--- config.mk ---
export PLATFORM = sky130hd
export DESIGN_NAME = tmr16_cap
export DESIGN_NICKNAME = d
export VERILOG_FILES = /design/src/rtl/tmr16_pkg.sv /design/src/rtl/tmr16_edge.sv /design/src/rtl/tmr16_ctrl.sv /design/src/rtl/tmr16_core.sv /design/src/rtl/tmr16_cap.sv
export SDC_FILE = /design/constraint.sdc
export NUM_CORES = 1
export LEC_CHECK = 0
export ABC_CLOCK_PERIOD_IN_PS = 4300
export CAP_MARGIN = 20
export CORE_MARGIN = 2
export CORE_UTILIZATION = 40
export DETAILED_ROUTE_END_ITERATION = 16
export SLEW_MARGIN = 10
export SYNTH_ARGS = -nofsm -noshare
export SYNTH_HDL_FRONTEND = slang
export SYNTH_SLANG_ARGS = --single-unit
export TNS_END_PERCENT = 20
--- constraint.sdc ---
create_clock -name clk_i -period 4.3 [get_ports clk_i]
set_input_delay 0.86 -clock clk_i [delete_from_list [all_inputs] [get_ports clk_i]]
set_output_delay 0.86 -clock clk_i [all_outputs]
set_load 0.005 [all_outputs]
--- src/rtl/tmr16_pkg.sv ---
package tmr16_pkg;
  localparam int unsigned BYTE_W = 8;
  localparam int unsigned ADDR_W = 3;
  localparam logic [ADDR_W-1:0] A_CTRL = 3'd0;
  localparam logic [ADDR_W-1:0] A_MODE = 3'd1;
  localparam logic [ADDR_W-1:0] A_CLO  = 3'd2;
  localparam logic [ADDR_W-1:0] A_CHI  = 3'd3;
  localparam logic [ADDR_W-1:0] A_RLO  = 3'd4;
  localparam logic [ADDR_W-1:0] A_RHI  = 3'd5;
  typedef enum logic [1:0] {CFG_CAP, CFG_RLD, CFG_BAUD} cfg_e;
  typedef struct packed {
    logic run;
    logic cnt_sel;
    logic cap_sel;
    logic ext_en;
    logic baud_a;
    logic baud_b;
    logic outen;
    logic dcen;
  } ctl_t;
endpackage

--- src/rtl/tmr16_edge.sv ---
module tmr16_edge (
  input  logic clk_i,
  input  logic rst_ni,
  input  logic smp_i,
  input  logic pin_i,
  output logic fall_o
);
  logic s_q;
  always_ff @(posedge clk_i or negedge rst_ni)
    if (!rst_ni) s_q <= 1'b0;
    else if (smp_i) s_q <= pin_i;

  assign fall_o = smp_i & s_q & ~pin_i;

  assert_fall_leaves_low_R3: assert property (@(posedge clk_i) disable iff (!rst_ni)
    fall_o |=> !s_q);
endmodule

--- src/rtl/tmr16_ctrl.sv ---
module tmr16_ctrl
  import tmr16_pkg::*;
(
  input  logic              clk_i,
  input  logic              rst_ni,
  input  logic              we_i,
  input  logic [ADDR_W-1:0] addr_i,
  input  logic [BYTE_W-1:0] wdata_i,
  output ctl_t              ctl_o
);
  logic ctrl_we, mode_we;
  assign ctrl_we = we_i && (addr_i == A_CTRL);
  assign mode_we = we_i && (addr_i == A_MODE);

  always_ff @(posedge clk_i or negedge rst_ni)
    if (!rst_ni) begin
      ctl_o <= '0;
    end else begin
      if (ctrl_we) begin
        ctl_o.run     <= wdata_i[0];
        ctl_o.cnt_sel <= wdata_i[1];
        ctl_o.cap_sel <= wdata_i[2];
        ctl_o.ext_en  <= wdata_i[3];
        ctl_o.baud_a  <= wdata_i[4];
        ctl_o.baud_b  <= wdata_i[5];
      end
      if (mode_we) begin
        ctl_o.outen <= wdata_i[0];
        ctl_o.dcen  <= wdata_i[1];
      end
    end

  assert_ctrl_hold_R12: assert property (@(posedge clk_i) disable iff (!rst_ni)
    !ctrl_we |=> $stable(ctl_o.run) && $stable(ctl_o.cap_sel));
endmodule

--- src/rtl/tmr16_core.sv ---
module tmr16_core
  import tmr16_pkg::*;
#(
  parameter int unsigned CNT_W = 16
) (
  input  logic              clk_i,
  input  logic              rst_ni,
  input  ctl_t              ctl_i,
  input  logic              mc_tick_i,
  input  logic              st_tick_i,
  input  logic              cnt_fall_i,
  input  logic              trig_fall_i,
  input  logic              trig_lvl_i,
  input  logic              cnt_we_lo_i,
  input  logic              cnt_we_hi_i,
  input  logic              rld_we_lo_i,
  input  logic              rld_we_hi_i,
  input  logic [BYTE_W-1:0] wdata_i,
  input  logic              ovf_clr_i,
  input  logic              ext_clr_i,
  output logic [CNT_W-1:0]  cnt_o,
  output logic [CNT_W-1:0]  rld_o,
  output logic              ovf_o,
  output logic              ext_o,
  output logic              baud_pulse_o,
  output logic              clk_out_o
);
  localparam int unsigned HI_W = CNT_W - BYTE_W;
  localparam logic [CNT_W-1:0] ALL1 = '1;

  cfg_e cfg;
  logic step, updown, go_down, roll, ext_evt, cap_evt, hw_cnt;
  logic [CNT_W-1:0] cnt_n, rld_n;
  logic ovf_n, ext_keep, ext_n;

  assign cfg     = (ctl_i.baud_a | ctl_i.baud_b) ? CFG_BAUD : (ctl_i.cap_sel ? CFG_CAP : CFG_RLD);
  assign step    = ctl_i.run & (ctl_i.cnt_sel ? cnt_fall_i
                                : ((cfg == CFG_BAUD) ? st_tick_i : mc_tick_i));
  assign updown  = ctl_i.dcen & (cfg == CFG_RLD);
  assign go_down = updown & ~trig_lvl_i;
  assign roll    = step & (go_down ? (cnt_o == rld_o) : (cnt_o == ALL1));
  assign ext_evt = ctl_i.ext_en & trig_fall_i & ~updown;
  assign cap_evt = ext_evt & (cfg == CFG_CAP);

  always_comb begin
    cnt_n  = cnt_o;
    hw_cnt = 1'b0;
    if (step) begin
      hw_cnt = 1'b1;
      if (go_down)                cnt_n = roll ? ALL1 : cnt_o - 1'b1;
      else if (!roll)             cnt_n = cnt_o + 1'b1;
      else if (cfg == CFG_CAP)    cnt_n = '0;
      else                        cnt_n = rld_o;
    end
    if (ext_evt && cfg == CFG_RLD) begin
      hw_cnt = 1'b1;
      cnt_n  = rld_o;
    end
    if (!hw_cnt) begin
      if (cnt_we_lo_i) cnt_n[BYTE_W-1:0]     = wdata_i;
      if (cnt_we_hi_i) cnt_n[CNT_W-1:BYTE_W] = wdata_i[HI_W-1:0];
    end
  end

  always_comb begin
    rld_n = rld_o;
    if (cap_evt) rld_n = cnt_o;
    else begin
      if (rld_we_lo_i) rld_n[BYTE_W-1:0]     = wdata_i;
      if (rld_we_hi_i) rld_n[CNT_W-1:BYTE_W] = wdata_i[HI_W-1:0];
    end
  end

  assign ovf_n    = (roll & (cfg != CFG_BAUD)) | (ovf_o & ~ovf_clr_i);
  assign ext_keep = ext_o & ~ext_clr_i;
  assign ext_n    = ext_evt | ((roll & updown) ? ~ext_keep : ext_keep);

  always_ff @(posedge clk_i or negedge rst_ni)
    if (!rst_ni) begin
      cnt_o        <= '0;
      rld_o        <= '0;
      ovf_o        <= 1'b0;
      ext_o        <= 1'b0;
      baud_pulse_o <= 1'b0;
      clk_out_o    <= 1'b0;
    end else begin
      cnt_o        <= cnt_n;
      rld_o        <= rld_n;
      ovf_o        <= ovf_n;
      ext_o        <= ext_n;
      baud_pulse_o <= roll & (cfg == CFG_BAUD);
      clk_out_o    <= clk_out_o ^ (roll & ctl_i.outen);
    end

  assert_no_baud_ovf_R7: assert property (@(posedge clk_i) disable iff (!rst_ni)
    (cfg == CFG_BAUD && !ovf_o) |=> !ovf_o);
  assert_pulse_after_baud_R7: assert property (@(posedge clk_i) disable iff (!rst_ni)
    baud_pulse_o |-> $past(cfg == CFG_BAUD));
  assert_no_sw_set_R8: assert property (@(posedge clk_i) disable iff (!rst_ni)
    (!ovf_o && !roll) |=> !ovf_o);
  assert_no_sw_ext_R8: assert property (@(posedge clk_i) disable iff (!rst_ni)
    (!ext_o && !ext_evt && !roll) |=> !ext_o);
  assert_capture_value_R4: assert property (@(posedge clk_i) disable iff (!rst_ni)
    cap_evt |=> rld_o == $past(cnt_o));
  assert_halt_hold_R1: assert property (@(posedge clk_i) disable iff (!rst_ni)
    (!ctl_i.run && !ext_evt && !cnt_we_lo_i && !cnt_we_hi_i) |=> $stable(cnt_o));
  assert_clk_only_on_roll_R10: assert property (@(posedge clk_i) disable iff (!rst_ni)
    !(roll && ctl_i.outen) |=> $stable(clk_out_o));
endmodule

--- src/rtl/tmr16_cap.sv ---
module tmr16_cap
  import tmr16_pkg::*;
(
  input  logic        clk_i,
  input  logic        rst_ni,
  input  logic        mc_tick_i,
  input  logic        st_tick_i,
  input  logic        cnt_pin_i,
  input  logic        trig_pin_i,
  input  logic        reg_we_i,
  input  logic [2:0]  reg_addr_i,
  input  logic [7:0]  reg_wdata_i,
  output logic [7:0]  reg_rdata_o,
  output logic        ovf_flag_o,
  output logic        ext_flag_o,
  output logic        baud_pulse_o,
  output logic        clk_out_o
);
  localparam int unsigned CNT_W = 16;

  ctl_t ctl;
  logic cnt_fall, trig_fall, ctrl_we;
  logic [CNT_W-1:0] cnt, rld;

  tmr16_ctrl u_ctrl (
    .clk_i, .rst_ni, .we_i(reg_we_i), .addr_i(reg_addr_i), .wdata_i(reg_wdata_i), .ctl_o(ctl)
  );

  tmr16_edge u_cnt_edge (
    .clk_i, .rst_ni, .smp_i(mc_tick_i), .pin_i(cnt_pin_i), .fall_o(cnt_fall)
  );

  tmr16_edge u_trig_edge (
    .clk_i, .rst_ni, .smp_i(mc_tick_i), .pin_i(trig_pin_i), .fall_o(trig_fall)
  );

  assign ctrl_we = reg_we_i && (reg_addr_i == A_CTRL);

  tmr16_core #(.CNT_W(CNT_W)) u_core (
    .clk_i, .rst_ni, .ctl_i(ctl),
    .mc_tick_i, .st_tick_i,
    .cnt_fall_i(cnt_fall), .trig_fall_i(trig_fall), .trig_lvl_i(trig_pin_i),
    .cnt_we_lo_i(reg_we_i && reg_addr_i == A_CLO),
    .cnt_we_hi_i(reg_we_i && reg_addr_i == A_CHI),
    .rld_we_lo_i(reg_we_i && reg_addr_i == A_RLO),
    .rld_we_hi_i(reg_we_i && reg_addr_i == A_RHI),
    .wdata_i(reg_wdata_i),
    .ovf_clr_i(ctrl_we && !reg_wdata_i[7]),
    .ext_clr_i(ctrl_we && !reg_wdata_i[6]),
    .cnt_o(cnt), .rld_o(rld),
    .ovf_o(ovf_flag_o), .ext_o(ext_flag_o),
    .baud_pulse_o, .clk_out_o
  );

  always_comb begin
    unique case (reg_addr_i)
      A_CTRL:  reg_rdata_o = {ovf_flag_o, ext_flag_o, ctl.baud_b, ctl.baud_a,
                              ctl.ext_en, ctl.cap_sel, ctl.cnt_sel, ctl.run};
      A_MODE:  reg_rdata_o = {6'b0, ctl.dcen, ctl.outen};
      A_CLO:   reg_rdata_o = cnt[7:0];
      A_CHI:   reg_rdata_o = cnt[15:8];
      A_RLO:   reg_rdata_o = rld[7:0];
      A_RHI:   reg_rdata_o = rld[15:8];
      default: reg_rdata_o = 8'h00;
    endcase
  end
endmodule

# After elaboration in Yosys (flattened, before gate mapping)

Cells that the tools add are included.

ROM bits: 0
Bits in latches: 0
Bits in writable memories: 0
Input port bits: 18
Bits in registers: 46
Word-level logic and storage cells: 92
Memories: 0
Output and inout port bits: 12

Multiply operators: 0
Mux-type cells: 21
Reduce and logical (&&, ||, !) cells: 15
$lt $le $gt $ge: 0
Div/mod/pow operators: 0
Shifts and indexed selects: 0
Bitwise logic cells: 27
Equal/unequal tests: 10
Add/sub/neg operators: 2

Operators by type and width:

| cell                                                | count |
|---|---|
| 2-to-1 mux 16 bit                                   | 8 |
| one-hot mux 8 bit (6 select lines)                  | 1 |
| 2-to-1 mux 8 bit                                    | 4 |
| bitwise AND 1 bit                                   | 17 |
| adder 16 x 1 -> 16 bit (second input constant)      | 1 |
| == test 16 bit                                      | 1 |
| == test 16 bit (second input constant)              | 1 |
| subtractor 16 x 1 -> 16 bit (second input constant) | 1 |
| logical AND 1 bit                                   | 9 |
| 2-to-1 mux 1 bit                                    | 7 |
| == test 3 x 2 -> 1 bit (second input constant)      | 2 |
| == test 3 bit (second input constant)               | 2 |
| NOT 1 bit                                           | 6 |
| nonzero test 2 bit                                  | 2 |
| == test 3 x 1 -> 1 bit (second input constant)      | 1 |
| zero test 3 bit                                     | 1 |
| OR 1 bit                                            | 3 |
| == test 2 x 1 -> 1 bit (second input constant)      | 1 |
| == test 2 bit (second input constant)               | 1 |
| zero test 1 bit                                     | 2 |
| zero test 2 bit                                     | 1 |
| 2-to-1 mux 2 bit                                    | 1 |
| != test 2 bit (second input constant)               | 1 |
| XOR 1 bit                                           | 1 |

# Longest topological paths before layout

Gate-level depths: netlist of run 1.

Depth after elaboration: 13
Gate-level depth with buffers: 9
Mapped depth without buffers: 8

# Modules after synthesis

A second synthesis of run 1 with hierarchy kept.

Cell total of the unflattened synthesis: 491
Area total of the unflattened synthesis: 4197.8 µm²

By module, submodules not included:

| module     | area an instance (µm²) | cells each | instances |
|---|---|---|---|
| tmr16_core | 3280.6                 | 410        | 1 |
| tmr16_cap  | 490.5                  | 57         | 1 |
| tmr16_ctrl | 326.6                  | 18         | 1 |
| tmr16_edge | 50.0                   | 3          | 2 |

# Worst setup path after synthesis of run 1

OpenSTA, ideal clock, no wires.

Kind: input to register
Start point: in mc_tick_i
End point: reg u_core.cnt_o[13]
Buffers on the path: 2
Stages: 9
Arrival time: 2.869 ns
Path slack: 1.354 ns
Data required time: 4.222 ns
Library setup time: 0.078 ns
Path through: or4b_1 -> o311ai_1 -> and2_1 -> buf_2 -> o211ai_1 -> a2111oi_4 -> buf_6 -> mux2_2 -> a21oi_1

Cells in the longest elaborated chain, start to end: 11
Elaborated cells on any way between the ends: 20

Ends and longest elaborated chain:

| what                                        | line                               | RTL |
|---|---|---|
| from (decl)                                 | tmr16_cap.sv:6                     | `input logic mc_tick_i,` |
| bitwise AND 1 bit (2 in series)             | tmr16_edge.sv:13                   | `assign fall_o = smp_i & s_q & ~pin_i;` |
| 2-to-1 mux 1 bit                            | tmr16_core.sv:37                   | `assign step = ctl_i.run & (ctl_i.cnt_sel ? cnt_fall_i` |
| bitwise AND 1 bit                           | tmr16_core.sv:37                   |  |
| bitwise AND 1 bit                           | tmr16_core.sv:41                   | `assign roll = step & (go_down ? (cnt_o == rld_o) : (cnt_o == ALL1));` |
| 2-to-1 mux 16 bit, on equally long branches | tmr16_core.sv:51, tmr16_core.sv:50 |  |
| 2-to-1 mux 16 bit                           | tmr16_core.sv:50                   | `if (go_down) cnt_n = roll ? ALL1 : cnt_o - 1'b1;` |
| 2-to-1 mux 16 bit                           | tmr16_core.sv:48                   | `if (step) begin` |
| 2-to-1 mux 16 bit                           | tmr16_core.sv:55                   | `if (ext_evt && cfg == CFG_RLD) begin` |
| 2-to-1 mux 8 bit                            | tmr16_core.sv:61                   | `if (cnt_we_hi_i) cnt_n[CNT_W-1:BYTE_W] = wdata_i[HI_W-1:0];` |
| 2-to-1 mux 16 bit (*)                       | tmr16_core.sv:59                   | `if (!hw_cnt) begin` |
| via u_core.cnt_n[13]                        | tmr16_core.sv:33                   | `logic [CNT_W-1:0] cnt_n, rld_n;` |
| to (signal assigned)                        | tmr16_core.sv:87                   | `cnt_o <= cnt_n;` |
| to (decl)                                   | tmr16_core.sv:21                   | `output logic [CNT_W-1:0] cnt_o,` |

Mark *: on every way through the listed nets, which the timed path passes. The rest lies on a longest branch.
A chain may end at the register's enable or synchronous reset.

# Worst setup path after layout of run 1

Start point: in reg_addr_i[2]
End point: out reg_rdata_o[5]

Cells in the longest elaborated chain, start to end: 2
Elaborated cells on any way between the ends: 7

Ends and longest elaborated chain:

| what                                        | line            | RTL |
|---|---|---|
| from (decl)                                 | tmr16_cap.sv:11 | `input logic [2:0] reg_addr_i,` |
| == test 3 bit, or another cell as far along | tmr16_cap.sv:56 | `unique case (reg_addr_i)` |
| one-hot mux 8 bit (6 select lines) (*)      | tmr16_cap.sv:56 |  |
| to (decl)                                   | tmr16_cap.sv:13 | `output logic [7:0] reg_rdata_o,` |

Mark *: on every way between the ends. The rest lies on a longest branch, timed or not.

==> summary.txt, run 1 <==
Status
  • Status: completed

Floorplan
  • DIE WIDTH: 101.6 µm
  • Starting Density: 0.4121
  • CORE AREA: roughly 9200 µm²
  • Die Area: 10310 µm²
  • DIE HEIGHT: 101.6 µm
  • # IOs: 30
  • FP Rows: 35

Final layout
  • Seq. cell area: 1151 µm²
  • Final nets: ~510
  • Layout fillers: 935
  • Multi-input logic area: between 2000 and 2500 µm²
  • P&R area growth vs syn: 12.65%
  • # diodes: 0
  • Fraction of layout cells with a size suffix above 1: 0.09717

Global routing
  • Pin count of the biggest net entering global routing: 42
  • Total GRT Usage: 0.2776
  • Vias in the first global route: around 3.8k
  • Global route total overflow: 0
  • Initial antenna violation count: 0
  • First-pass GRT wire length: 21700 µm

Timing
  • Final slew viol count: 0
  • Min Tclk post-route: 3.760 ns
  • Fin. Hold Viols: 0
  • Least-Margin Pin Slew: 1.044 ns
  • Worst slew margin: 0.3022
  • Final Skew: 0.01140 ns
  • Final worst path period share: 0.8745
  • Final setup TNS: 0 ns
  • RSZ-0062 raised after global routing: no
  • # setup viols final: 0
  • Max Clk Rate: 265.9 MHz
  • Smallest hold slack: 0.3584 ns

Setup path
  • Worst Reg-to-Reg Cells: 9
  • Crit Path Max Fanout: 15
  • Worst setup EP type: primary output
  • Data required, critical path: approximately 3.4 ns
  • Critical Path AT: 2.90 ns
  • Worst setup SP type: input pin
  • Crit path kind: in -> out

Clock tree
  • CTS Hold Bufs: 0
  • Clock buffer depth: 2
  • CTS root buf: clkbuf_8
  • CTS buffer count: 5
  • Num Clock Sinks: 46
  • Clock latency on the worst-skew pair: 0.31 ns
  • Clk slew on worst S/H paths: about 0.090 ns
  • CTS resizes: 0
  • Post-CTS Setup Inserts: 0
  • Htree depth: 2
  • CTS tree: done

Synthesis
  • EDFF count, synth: 0
  • Unique masters post-synth: 63
  • Register area share after synthesis: 0.3023
  • Count leader, synth: nand2_1
  • Syn_area_per_cell: 7.867 µm²
  • Yosys warns: 0
  • Synthesized net count: 504
  • Post-Synthesis Cells: 484
  • Async SR Flop Fraction: 1.000
  • Mapped Area: 3807 µm²
  • #FFs+latches synth: 46
  • Top cell type's share of synthesized area: 0.3023
  • Most used DFF post-synth: dfrtp_1
  • Most frequent cells after synthesis: nand2_1 (79), dfrtp_1 (46), nor2_1 (35)
  • Synth area leader: dfrtp_1
  • Synth top area cells: dfrtp_1 (30%), nand2_1 (7.8%), mux2i_1 (7.6%)

Routing
  • Drt wl/cell: 22.09 µm
  • Vias: 4012
  • Antenna viol nets, final: 0
  • Final Routed Wirelength: 13760 µm
  • DR vias/cell: between 6 and 7
  • DRT Pass-1 Iters: 6
  • Iter 0 DRT Violations: about 440
  • DRC: 0

Power
  • PwrDens: between 400 and 500 nW/µm²
  • Leakage power: approximately 0.0016 µW
  • VDD IR max: 173.1 µV

Hold path
  • Hold WC Path Type: in -> async

Run
  • Max-Cap Viols: 0

Placed design
  • RePlAce Congestion: 1.003
  • DP HPWL: 9777 µm
  • PortBufs: 29
==> area by class of cell <==
| type | instances | share of cell area |
|---|---|---|
| timing repair buffer | 43 | 0.09102 |
| sequential | 46 | 0.2684 |
| clock buffer | 6 | 0.01925 |
| multi-input combinational | 387 | 0.5721 |
| tap | 129 | 0.03763 |
| inverter | 10 | 0.008751 |
| clock inverter | 2 | 0.002917 |
==> final timing paths <==
check                                            startpoint                      endpoint  slack [ns]
worst max register to register  u_ctrl.ctl_o[2]$_DFFE_PN0P_     u_core.cnt_o[2]$_DFF_PN0_        1.29
worst min-delay path                                 rst_ni   u_core.rld_o[4]$_DFFE_PN0P_        0.36
min in group clk_i               u_core.clk_out_o$_DFF_PN0_    u_core.clk_out_o$_DFF_PN0_        0.48
max in group asynchronous                            rst_ni  u_core.rld_o[12]$_DFFE_PN0P_        3.19
worst min register to register   u_core.clk_out_o$_DFF_PN0_    u_core.clk_out_o$_DFF_PN0_        0.48
worst max-delay path                          reg_addr_i[2]                reg_rdata_o[5]        0.54
==> worst max-delay path, stage by stage <==
cell and delay [ns]:
clkdlybuf4s50_1 0.65, nand2b_1 0.33, nor2_1 0.30, nand2_1 0.10, o221ai_1 0.11, clkdlybuf4s50_1 0.55
==> metrics by stage <==
stage / total power [µW] / area [µm²] / setup slack (ns) / cells / util
after detailed placement: 1713 / 4194 / 0.5877 / 615 / 0.4539
after global placement: 1702 / 4193 / 0.6003 / 615 / 0.4538
after global routing: 2151 / 4289 / 0.4723 / 623 / 0.4642
final: 2019 / 4289 / 0.5398 / 623 / 0.4642
after floorplan: 1380 / 3807 / 1.354 / 484 / -
after CTS: 2005 / 4289 / 0.5831 / 623 / 0.4642
==> where the power goes <==
part / switching (µW) / internal [µW] / total, µW
Sequential: 394 / 550 / 944
Clock: 158 / 130 / 288
Combinational: 400 / 387 / 788
==> placed cells by master, fill, tap and decap left out, types with 6 or more instances in the layout <==
| cell type | n |
|---|---|
| clkbuf_8 | 6 |
| o22ai_1 | 10 |
| a21oi_1 | 24 |
| inv_1 | 10 |
| buf_4 | 14 |
| nor2_1 | 35 |
| o221ai_1 | 13 |
| nand3_1 | 16 |
| nand2b_1 | 7 |
| o21ai_0 | 31 |
| mux2_2 | 12 |
| mux2i_1 | 29 |
| nor3_1 | 18 |
| clkdlybuf4s50_1 | 28 |
| nand2_1 | 79 |
| a22oi_1 | 10 |
| dfrtp_1 | 46 |
| xnor2_1 | 11 |
| nand4_1 | 8 |
| a31oi_1 | 6 |
| nor4_1 | 8 |
==> sequential cells by signal (all words and copies together), names as in the netlist <==
| register | count |
|---|---|
| u_cnt_edge.s_q | 1 |
| u_core.cnt_o | 16 |
| u_ctrl.ctl_o | 8 |
| u_core.ovf_o | 1 |
| u_core.baud_pulse_o | 1 |
| u_trig_edge.s_q | 1 |
| u_core.ext_o | 1 |
| u_core.rld_o | 16 |
| u_core.clk_out_o | 1 |
==> cell families after synthesis <==
group	share of synthesized area
and+or+nand+nor	0.2626
adders and majority gates	0.006571
DFF	0.3023
AOI/OAI and AO/OA	0.2208
buffers and inverters	0.05521
muxes	0.1157
xor gates and xnor gates	0.03680
==> metal layers <==
layer  GRT usage  share of wire  up-vias
li1            -              -     1808
met1      0.4044           0.43     1934
met2      0.4205           0.45      233
met3     0.04348          0.098       37
met4     0.08732          0.023        0
met5           0              0        -
Power figures use the tool's default switching activity.
==> run 2: changes to the inputs <==
--- a/config.mk
+++ b/config.mk
@@ -10,6 +10,7 @@
 export CORE_MARGIN = 2
 export CORE_UTILIZATION = 40
 export DETAILED_ROUTE_END_ITERATION = 16
+export GPL_TIMING_DRIVEN = 0
 export SLEW_MARGIN = 10
 export SYNTH_ARGS = -nofsm -noshare
 export SYNTH_HDL_FRONTEND = slang
==> summary.txt, run 2 (same netlist as run 1, synthesis figures left out) <==
Timing
  • Final setup TNS: 0 ns
  • Final worst path period share: 0.9621
  • Final slew viol count: 0
  • Least-Margin Pin Slew: approximately 0.95 ns
  • Min Tclk post-route: just over 4 ns
  • # setup viols final: 0
  • Final Skew: 0.02036 ns
  • Max Clk Rate: 241.7 MHz
  • Fin. Hold Viols: 0
  • Worst slew margin: 0.3663
  • RSZ-0062 raised after global routing: no

Routing
  • DR vias/cell: approximately 6.4
  • Drt wl/cell: 23.09 µm
  • Iter 0 DRT Violations: 401
  • DRT Pass-1 Iters: 6
  • DRC: 0
  • Antenna viol nets, final: 0
  • Vias: between 4k and 5k
  • Final Routed Wirelength: 15100 µm

Final layout
  • Post-layout util: 0.4768
  • P&R area growth vs syn: 15.71%
  • # diodes: 0
  • Most frequent cells in the layout: nand2_1 (79), dfrtp_1 (46), nor2_1 (35), clkbuf_1 (33), o21ai_0 (31)
  • Largest registers: u_core.cnt_o (16), u_core.rld_o (16), u_ctrl.ctl_o (8)
  • Leading cell type in the layout, fill and taps excluded: nand2_1
  • Fraction of layout cells with a size suffix above 1: 0.08000
  • Final nets: 544

Setup path
  • Slowest cell delay on critical path: about 0.55 ns
  • Critical Path AT: ~3.3 ns
  • Largest delay share family, worst path: buffers and inverters
  • Worst setup EP type: primary output
  • Reg-to-Reg Start: u_ctrl.ctl_o[2]$_DFFE_PN0P_
  • Crit Path Max Fanout: 10
  • Data required, critical path: 3.44 ns
  • Worst setup SP type: input pin
  • Worst path slowest cell: clkdlybuf4s50_1
  • Setup crit start: reg_addr_i[0]
  • Critical Path, Cell by Cell: clkdlybuf4s50_1 > clkbuf_1 > clkbuf_1 > mux2i_1 > o221ai_1 > clkdlybuf4s50_1
  • Buf/Inv on CP: 4
  • Crit path kind: in -> out

Floorplan
  • # IOs: 30
  • DIE HEIGHT: 101.6 µm
  • DIE WIDTH: 101.6 µm
  • FP Rows: 35
  • Die Area: roughly 10000 µm²
  • Starting Density: 0.4121
  • CORE AREA: 9240 µm²

Global routing
  • Pin count of the biggest net entering global routing: 33
  • Vias in the first global route: 3870
  • Total GRT Usage: 0.3041
  • Initial antenna violation count: 0
  • Global route total overflow: 0
  • First-pass GRT wire length: 23430 µm

Clock tree
  • CTS resizes: 0
  • Htree depth: 2
  • CTS buffer count: 5
  • CTS root buf: clkbuf_8
  • Clock latency on the worst-skew pair: 0.33 ns
  • Num Clock Sinks: 46
  • Clk slew on worst S/H paths: about 0.12 ns
  • Clock buffer depth: 2
  • CTS Hold Bufs: 0
  • Post-CTS Setup Inserts: 0
  • CTS tree: done

Placed design
  • PortBufs: 29
  • RePlAce Congestion: 0.9643
  • DP HPWL: ~11000 µm

Power
  • Leakage power: 0.001685 µW
  • VDD IR max: 233.5 µV
  • Overall Power: about 2100 µW
  • PwrDens: 474.9 nW/µm²

Run
  • Max-Cap Viols: 0

Hold path
  • Hold WC Path Type: in -> async

Status
  • Status: completed
run 2: changes by cell type in the layout (fill, tap and decap cells not counted), sizes merged:
cell,previous run,this run
clkdlybuf4s15,0,1
clkinvlp,1,0
inv,10,12
clkbuf,6,38
clkdlybuf4s18,0,1
dlymetal6s2s,0,1
buf,15,10
run 2: final timing paths:
check | slack, ns | cells past startpoint | endpoint
worst max register to register | 0.76 | 9 | u_core.cnt_o[1]$_DFF_PN0_
worst min-delay path | 0.44 | 1 | u_core.cnt_o[10]$_DFF_PN0_
min in group clk_i | 0.50 | 1 | u_core.clk_out_o$_DFF_PN0_
max in group asynchronous | 3.34 | 2 | u_core.rld_o[5]$_DFFE_PN0P_
worst min register to register | 0.50 | 1 | u_core.clk_out_o$_DFF_PN0_
worst max-delay path | 0.16 | 6 | reg_rdata_o[4]
run 2: per-layer routing:
metal	vias up	GRT usage	wire (µm)
li1	1867	-	-
met1	2004	0.4438	6619
met2	258	0.4545	6536
met3	42	0.05383	1503
met4	0	0.09563	441
met5	-	0	0
run 2: area by class of cell:
type,instances,area (µm²)
fill,945,4835
multi-input combinational,387,2446
sequential,46,1151
timing repair buffer,33,339.1
buffer,41,172.7
tap,129,161.4
clock buffer,5,68.82
inverter,10,37.54
clock inverter,3,28.78
run 2: power by group:
group          internal (µW)  total, µW  switching, µW  leakage (µW)
logic                    414       1070            652       0.00107
clock network            122        313            190     0.0000506
registers                553        714            161      0.000560
run 2: per-stage QoR:
step	cell area (µm²)	std cells	worst slack [ns]	hold slack, ns
after detailed placement	4295	645	0.1557	0.4821
after CTS	4393	653	0.2270	0.4624
after global routing	4405	654	0.03428	0.4788
after floorplan	3807	484	1.354	0.4676
final	4405	654	0.1632	0.4389
after global placement	4259	642	0.1124	0.4601
